`src/rtl/swtrap_pkg.sv`:
```
package swtrap_pkg;

    localparam logic [4:0] MODE_USR = 5'h10;
    localparam logic [4:0] MODE_SVC = 5'h13;

    typedef struct packed {
        logic [3:0]  nzcv;
        logic [19:0] rsvd;
        logic        irq_off;
        logic        fiq_off;
        logic        thumb;
        logic [4:0]  mode;
    } psr_t;

    typedef enum logic [1:0] {
        EV_NONE = 2'd0,
        EV_TRAP = 2'd1,
        EV_RET  = 2'd2
    } ev_e;

    localparam psr_t PSR_RESET = '{nzcv: 4'h0, rsvd: 20'h0, irq_off: 1'b0,
                                   fiq_off: 1'b0, thumb: 1'b0, mode: MODE_USR};

    function automatic psr_t enter_svc(input psr_t p);
        psr_t r;
        r         = p;
        r.mode    = MODE_SVC;
        r.irq_off = 1'b1;
        return r;
    endfunction

    function automatic logic is_svc(input psr_t p);
        return p.mode == MODE_SVC;
    endfunction

endpackage

```
`src/rtl/swtrap_decode.sv`:
```
module swtrap_decode
    import swtrap_pkg::*;
(
    input  logic insn_vld,
    input  logic is_trap,
    input  logic is_ret,
    input  logic cond_ok,
    output ev_e  ev
);
    logic taken;

    assign taken = insn_vld && cond_ok;

    always_comb begin
        ev = EV_NONE;
        if (taken) begin
            if (is_trap)     ev = EV_TRAP;
            else if (is_ret) ev = EV_RET;
        end
    end
endmodule

```
`src/rtl/swtrap_psr.sv`:
```
module swtrap_psr
    import swtrap_pkg::*;
(
    input  logic       clk,
    input  logic       rst,
    input  ev_e        ev,
    input  psr_t       saved_psr,
    input  logic       flag_wr,
    input  logic [3:0] flag_val,
    output psr_t       cpsr_q,
    output logic       in_svc
);
    psr_t cpsr_d;

    assign in_svc = is_svc(cpsr_q);

    always_comb begin
        cpsr_d = cpsr_q;
        unique case (ev)
            EV_TRAP: cpsr_d = enter_svc(cpsr_q);
            EV_RET:  if (in_svc) cpsr_d = saved_psr;
            default: if (flag_wr) cpsr_d.nzcv = flag_val;
        endcase
    end

    always_ff @(posedge clk) begin
        if (rst) cpsr_q <= PSR_RESET;
        else     cpsr_q <= cpsr_d;
    end

    AST_IDLE_HOLD: assert property (@(posedge clk) disable iff (rst)
        (ev == EV_NONE && !flag_wr) |=> $stable(cpsr_q));

    AST_TRAP_MODE: assert property (@(posedge clk) disable iff (rst)
        (ev == EV_TRAP) |=> (cpsr_q.mode == MODE_SVC && cpsr_q.irq_off
                             && cpsr_q.nzcv == $past(cpsr_q.nzcv)));
endmodule

```
`src/rtl/swtrap_bank.sv`:
```
module swtrap_bank
    import swtrap_pkg::*;
#(
    parameter int DW = 32
) (
    input  logic          clk,
    input  logic          rst,
    input  ev_e           ev,
    input  logic          in_svc,
    input  logic [DW-1:0] link_addr,
    input  psr_t          cpsr_now,
    input  logic          lr_wr,
    input  logic [DW-1:0] lr_val,
    output logic [DW-1:0] lr_usr_q,
    output logic [DW-1:0] lr_svc_q,
    output psr_t          spsr_q
);
    localparam int NUM_BANKS = 2;
    localparam int BANK_USR  = 0;
    localparam int BANK_SVC  = 1;

    logic [NUM_BANKS-1:0][DW-1:0] lr_all;

    for (genvar b = 0; b < NUM_BANKS; b++) begin : g_bank
        logic          mode_hit;
        logic          we;
        logic [DW-1:0] wdata;
        logic [DW-1:0] lr_r;

        assign mode_hit = (b == BANK_SVC) ? in_svc : !in_svc;
        assign we    = (ev == EV_NONE && lr_wr && mode_hit)
                    || (b == BANK_SVC && ev == EV_TRAP);
        assign wdata = (ev == EV_TRAP) ? link_addr : lr_val;

        always_ff @(posedge clk) begin
            if (rst)     lr_r <= '0;
            else if (we) lr_r <= wdata;
        end

        assign lr_all[b] = lr_r;
    end

    assign lr_usr_q = lr_all[BANK_USR];
    assign lr_svc_q = lr_all[BANK_SVC];

    always_ff @(posedge clk) begin
        if (rst)                 spsr_q <= '0;
        else if (ev == EV_TRAP)  spsr_q <= cpsr_now;
    end

    AST_USR_BANK_KEEP: assert property (@(posedge clk) disable iff (rst)
        (ev == EV_TRAP) |=> $stable(lr_usr_q));

    AST_TRAP_SAVE: assert property (@(posedge clk) disable iff (rst)
        (ev == EV_TRAP) |=> (spsr_q == $past(cpsr_now)));
endmodule

```
`src/rtl/swtrap_ctrl.sv`:
```
module swtrap_ctrl
    import swtrap_pkg::*;
#(
    parameter int              DW         = 32,
    parameter logic [DW-1:0]   VEC_ADDR   = 32'h0000_0008,
    parameter int              INSN_BYTES = 4
) (
    input  logic          clk,
    input  logic          rst,
    input  logic          insn_vld,
    input  logic          is_trap,
    input  logic          is_ret,
    input  logic          cond_ok,
    input  logic [DW-1:0] cur_pc,
    input  logic          flag_wr,
    input  logic [3:0]    flag_val,
    input  logic          lr_wr,
    input  logic [DW-1:0] lr_val,
    output logic          pc_redirect,
    output logic [DW-1:0] pc_target,
    output logic [31:0]   cpsr,
    output logic [31:0]   spsr_svc,
    output logic [DW-1:0] lr_usr,
    output logic [DW-1:0] lr_svc
);
    localparam logic [DW-1:0] STEP = DW'(INSN_BYTES);

    ev_e           ev;
    psr_t          cpsr_q;
    psr_t          spsr_q;
    logic          in_svc;
    logic [DW-1:0] link_addr;
    logic [DW-1:0] lr_usr_q;
    logic [DW-1:0] lr_svc_q;
    logic [DW-1:0] ret_addr;

    assign link_addr = cur_pc + STEP;
    assign ret_addr  = in_svc ? lr_svc_q : lr_usr_q;

    swtrap_decode u_decode (
        .insn_vld (insn_vld),
        .is_trap  (is_trap),
        .is_ret   (is_ret),
        .cond_ok  (cond_ok),
        .ev       (ev)
    );

    swtrap_psr u_psr (
        .clk       (clk),
        .rst       (rst),
        .ev        (ev),
        .saved_psr (spsr_q),
        .flag_wr   (flag_wr),
        .flag_val  (flag_val),
        .cpsr_q    (cpsr_q),
        .in_svc    (in_svc)
    );

    swtrap_bank #(.DW(DW)) u_bank (
        .clk       (clk),
        .rst       (rst),
        .ev        (ev),
        .in_svc    (in_svc),
        .link_addr (link_addr),
        .cpsr_now  (cpsr_q),
        .lr_wr     (lr_wr),
        .lr_val    (lr_val),
        .lr_usr_q  (lr_usr_q),
        .lr_svc_q  (lr_svc_q),
        .spsr_q    (spsr_q)
    );

    always_ff @(posedge clk) begin
        if (rst) begin
            pc_redirect <= 1'b0;
            pc_target   <= '0;
        end else begin
            pc_redirect <= (ev != EV_NONE);
            if (ev == EV_TRAP)     pc_target <= VEC_ADDR;
            else if (ev == EV_RET) pc_target <= ret_addr;
        end
    end

    assign cpsr     = cpsr_q;
    assign spsr_svc = spsr_q;
    assign lr_usr   = lr_usr_q;
    assign lr_svc   = lr_svc_q;

    AST_TRAP_VECTOR: assert property (@(posedge clk) disable iff (rst)
        (insn_vld && cond_ok && is_trap) |=> (pc_redirect && pc_target == VEC_ADDR));

    AST_TRAP_LINK: assert property (@(posedge clk) disable iff (rst)
        (insn_vld && cond_ok && is_trap) |=> (lr_svc == $past(cur_pc) + STEP));

    AST_RET_SVC: assert property (@(posedge clk) disable iff (rst)
        (insn_vld && cond_ok && is_ret && !is_trap && cpsr[4:0] == MODE_SVC)
        |=> (pc_redirect && pc_target == $past(lr_svc) && cpsr == $past(spsr_svc)));

    AST_RET_USR: assert property (@(posedge clk) disable iff (rst)
        (insn_vld && cond_ok && is_ret && !is_trap && cpsr[4:0] == MODE_USR)
        |=> (pc_redirect && pc_target == $past(lr_usr) && $stable(cpsr)));

    AST_NO_TAKE: assert property (@(posedge clk) disable iff (rst)
        !(insn_vld && cond_ok) |=> !pc_redirect);
endmodule

```
`config.mk`:
```
export PLATFORM = sky130hd
export DESIGN_NAME = swtrap_ctrl
export DESIGN_NICKNAME = d
export VERILOG_FILES = /design/src/rtl/swtrap_pkg.sv /design/src/rtl/swtrap_decode.sv /design/src/rtl/swtrap_psr.sv /design/src/rtl/swtrap_bank.sv /design/src/rtl/swtrap_ctrl.sv
export SDC_FILE = /design/constraint.sdc
export NUM_CORES = 1
export LEC_CHECK = 0
export CAP_MARGIN = 20
export CELL_PAD_IN_SITES_DETAIL_PLACEMENT = 2
export CELL_PAD_IN_SITES_GLOBAL_PLACEMENT = 2
export CORE_ASPECT_RATIO = 0.6
export CORE_MARGIN = 2
export CORE_UTILIZATION = 29
export CTS_BUF_LIST = sky130_fd_sc_hd__clkbuf_8 sky130_fd_sc_hd__clkbuf_16
export DETAILED_ROUTE_END_ITERATION = 6
export PLACE_DENSITY = 0.9
export SLEW_MARGIN = 40
export SYNTH_ARGS = -nofsm -noshare
export SYNTH_HDL_FRONTEND = slang
export SYNTH_SLANG_ARGS = --single-unit
```
`constraint.sdc`:
```
create_clock -name clk -period 7 [get_ports clk]
set_clock_uncertainty 0.2 [all_clocks]
set_input_delay 2.1 -clock clk [delete_from_list [all_inputs] [get_ports clk]]
set_output_delay 2.1 -clock clk [all_outputs]
set_load 0.02 [all_outputs]
```
==> impl_metrics.json <==
{
  "p_leak_nw": 3.729,
  "maxCapViolCount": 0,
  "synth_largest_type_area_fraction_pct": 43.97,
  "antenna_left": 0,
  "synth_most_common_cell": "dfxtp_1",
  "ys_types": 61,
  "die_area_um2": 26600,
  "dr_wl_met3_mm": 1.291,
  "drt_iter0_drc": 273,
  "grt_pass1_wl_mm": 46.93,
  "postSynthCellCount": 850,
  "cts_resized": 0,
  "power_density_nw_per_um2": 225.9,
  "synth_xor_area_share_pct": 1.912,
  "wl_per_cell_um": 21.73,
  "clock_latency_ns": 0.43,
  "status": "finished, final reports clean",
  "initial_core_util_pct": 29.25,
  "ys_async_sr_fraction_pct": 0,
  "numCtsBuffers": 17,
  "placed_cell_area_um2": 9951,
  "fp.dieH_um": 127.1,
  "yosysTopAreaCell": "dfxtp_1",
  "io_buffers": 236,
  "die_w_um": 209.2,
  "cts_tree": "built",
  "antenna_found_initial": 1,
  "synth_nets": 930,
  "clkTransAtPathRegs_ns": 0.07,
  "dpl.hpwl_mm": 21.21,
  "setup_viol": 0,
  "synthTopCellsByArea": "dfxtp_1, mux2i_1, nand2_1",
  "ir_drop_v": 0.0001575,
  "syn2layout_area_growth_pct": 44.64,
  "wl_mm": 30.24,
  "drcViolationCount": 0,
  "fin_setup_tns_ns": 0,
  "r2r_slack_ns": 4.07,
  "min_path_cells": 2,
  "place_congestion": 0.7631,
  "worstSetupPathType": "in -> reg",
  "slew_viol_final": 0,
  "first_global_vias": 8030,
  "rsz0062_at_grt": "no",
  "clock_path_buffers": 2,
  "hold-worst-slack_ns": 0.2781,
  "coreArea_um2": 25060,
  "root_buffer": "clkbuf_16",
  "ys_warn_count": 0,
  "vias_per_cell": 5.205,
  "postCtsHoldBufs": 0,
  "critPathMaxFanout": 43,
  "yosysSeqAreaShare_pct": 43.97,
  "vias": 7246,
  "rows": 45,
  "synth_fa_ha_area_share_pct": 0.6828,
  "dpl.cell_count": 1358,
  "hp-class": "reg -> reg",
  "max_freq_mhz": 207.2,
  "synth_mux_area_share_pct": 10.29,
  "first_pass_iters": 4,
  "ys_top_cells_by_count": "dfxtp_1, nand2_1, nor2_1",
  "worst_slew_pin_slew_ns": 0.6530,
  "fin_cells": 1392,
  "ios": 237,
  "timing_hold_violations_final": 0,
  "grt_max_degree": 61,
  "maxSlewHeadroom_pct": 56.47,
  "wl_met1_mm": 14.43,
  "r2r_cells": 7,
  "cp-end-kind": "flop",
  "ys_seq_elements": 161,
  "top_layer_used": "met4",
  "fin_crit_sh_pct": 68.96,
  "synth_edf_count": 0,
  "cp.arrival_ns": 4.97,
  "post-cts-setup-buffers": 0,
  "drive_gt1_share_pct": 6.975,
  "wl_met2_mm": 14.08,
  "critPathLaunchType": "input port",
  "htree_levels": 4,
  "finalInstanceArea_um2": 10600,
  "syn_area_um2": 7330,
  "grt-ovfl-total": 0,
  "synthSimpleGateAreaFrac_pct": 21.36,
  "synth_flop_cell": "dfxtp_1",
  "syn_avg_cell_area_um2": 8.623,
  "worstPathRequired_ns": 7.14,
  "clkSinkCount": 161,
  "fin_crit_ns": 4.827,
  "synth_compound_area_share_pct": 17.07,
  "synth_top_family_by_area": "simple AND/OR/NAND/NOR gates",
  "final_nets": 1128,
  "grt.total_usage_pct": 22.83
}
==> metal layers <==
metal / global-route usage (%) / vias up
li1: - / 3439
met1: 29.99 / 3613
met2: 37.71 / 170
met3: 5.236 / 24
met4: 6.555 / 0
met5: 0 / -
==> final cells by class <==
type,count,area [um2]
multi-input combinational,610,3805
tap,329,411.6
clock buffer,18,439.2
timing repair buffer,250,2484
sequential,161,3223
fill,2703,14450
clock inverter,14,203.9
antenna,2,5.005
inverter,8,30.03
==> logic make-up (layout without fill, tap and decap cells) <==
family / count (synthesis) / after routing
compound gates: 186 / 186
other cells: 0 / 2
fa+ha+maj: 4 / 4
flops: 161 / 161
buf+inv: 79 / 290
mux: 75 / 75
simple gates: 329 / 329
xor+xnor: 16 / 16
==> power breakdown <==
group          internal, mW  switching (mW)
combinational         0.162           0.201
sequential            0.953          0.0345
clock                 0.615           0.429
total                  1.73           0.664
==> final timing paths <==
path / startpoint / end
max: cond_ok / u_psr.cpsr_q[28]
min: u_bank.spsr_q[9] / u_psr.cpsr_q[9]
max reg2reg: u_psr.cpsr_q[0] / u_bank.lr_usr_q[17]
min reg2reg: u_bank.spsr_q[9] / u_psr.cpsr_q[9]
==> metrics by stage <==
step,setup slack [ns],total power [mW],utilization (%)
4_1_cts,2.150,2.423,42.28
2_1_floorplan,3.085,1.182,-
3_3_place_gp,1.894,1.353,39.51
6_report,2.173,2.395,42.31
5_1_grt,1.913,2.484,42.29
3_5_place_dp,1.691,1.370,39.72
==> placed cells by master (no fill, tap or decap), types with 3 or more instances in the layout <==
master           count
a211oi_1            47
a21oi_1             50
a311oi_1            14
a31o_2               3
a31oi_1             14
and2_1               4
and3_1              12
and4_1               3
buf_4               12
bufinv_16            4
clkbuf_16           17
clkdlybuf4s50_1    235
clkinv_4             3
dfxtp_1            161
inv_1                7
mux2_2               3
mux2i_1             72
nand2_1            122
nand3_1             17
nand3b_1            11
nand4_1             10
nand4_4              3
nor2_1              99
nor2b_1              7
nor3_1              15
nor4_1               5
o21a_1               3
o21ai_0             22
o22ai_1              5
o41ai_1             11
or3_1                5
xnor2_1             14
==> sequential cells by signal, indices dropped and copies added (netlist names) <==
register and flops:
pc_target 32, u_bank.lr_svc_q 32, u_bank.lr_usr_q 32, u_bank.spsr_q 32, u_psr.cpsr_q 32, pc_redirect 1
==> worst max-delay path, cell delays in order <==
cell,delay [ns]
clkdlybuf4s50_1,0.50
nand4b_1,0.23
inv_1,0.17
ha_4,0.42
buf_4,0.50
nand3_1,0.13
a21oi_1,0.54
nor2_1,0.11
a211oi_1,0.23
Note: power is estimated with default switching activity, not from simulation.
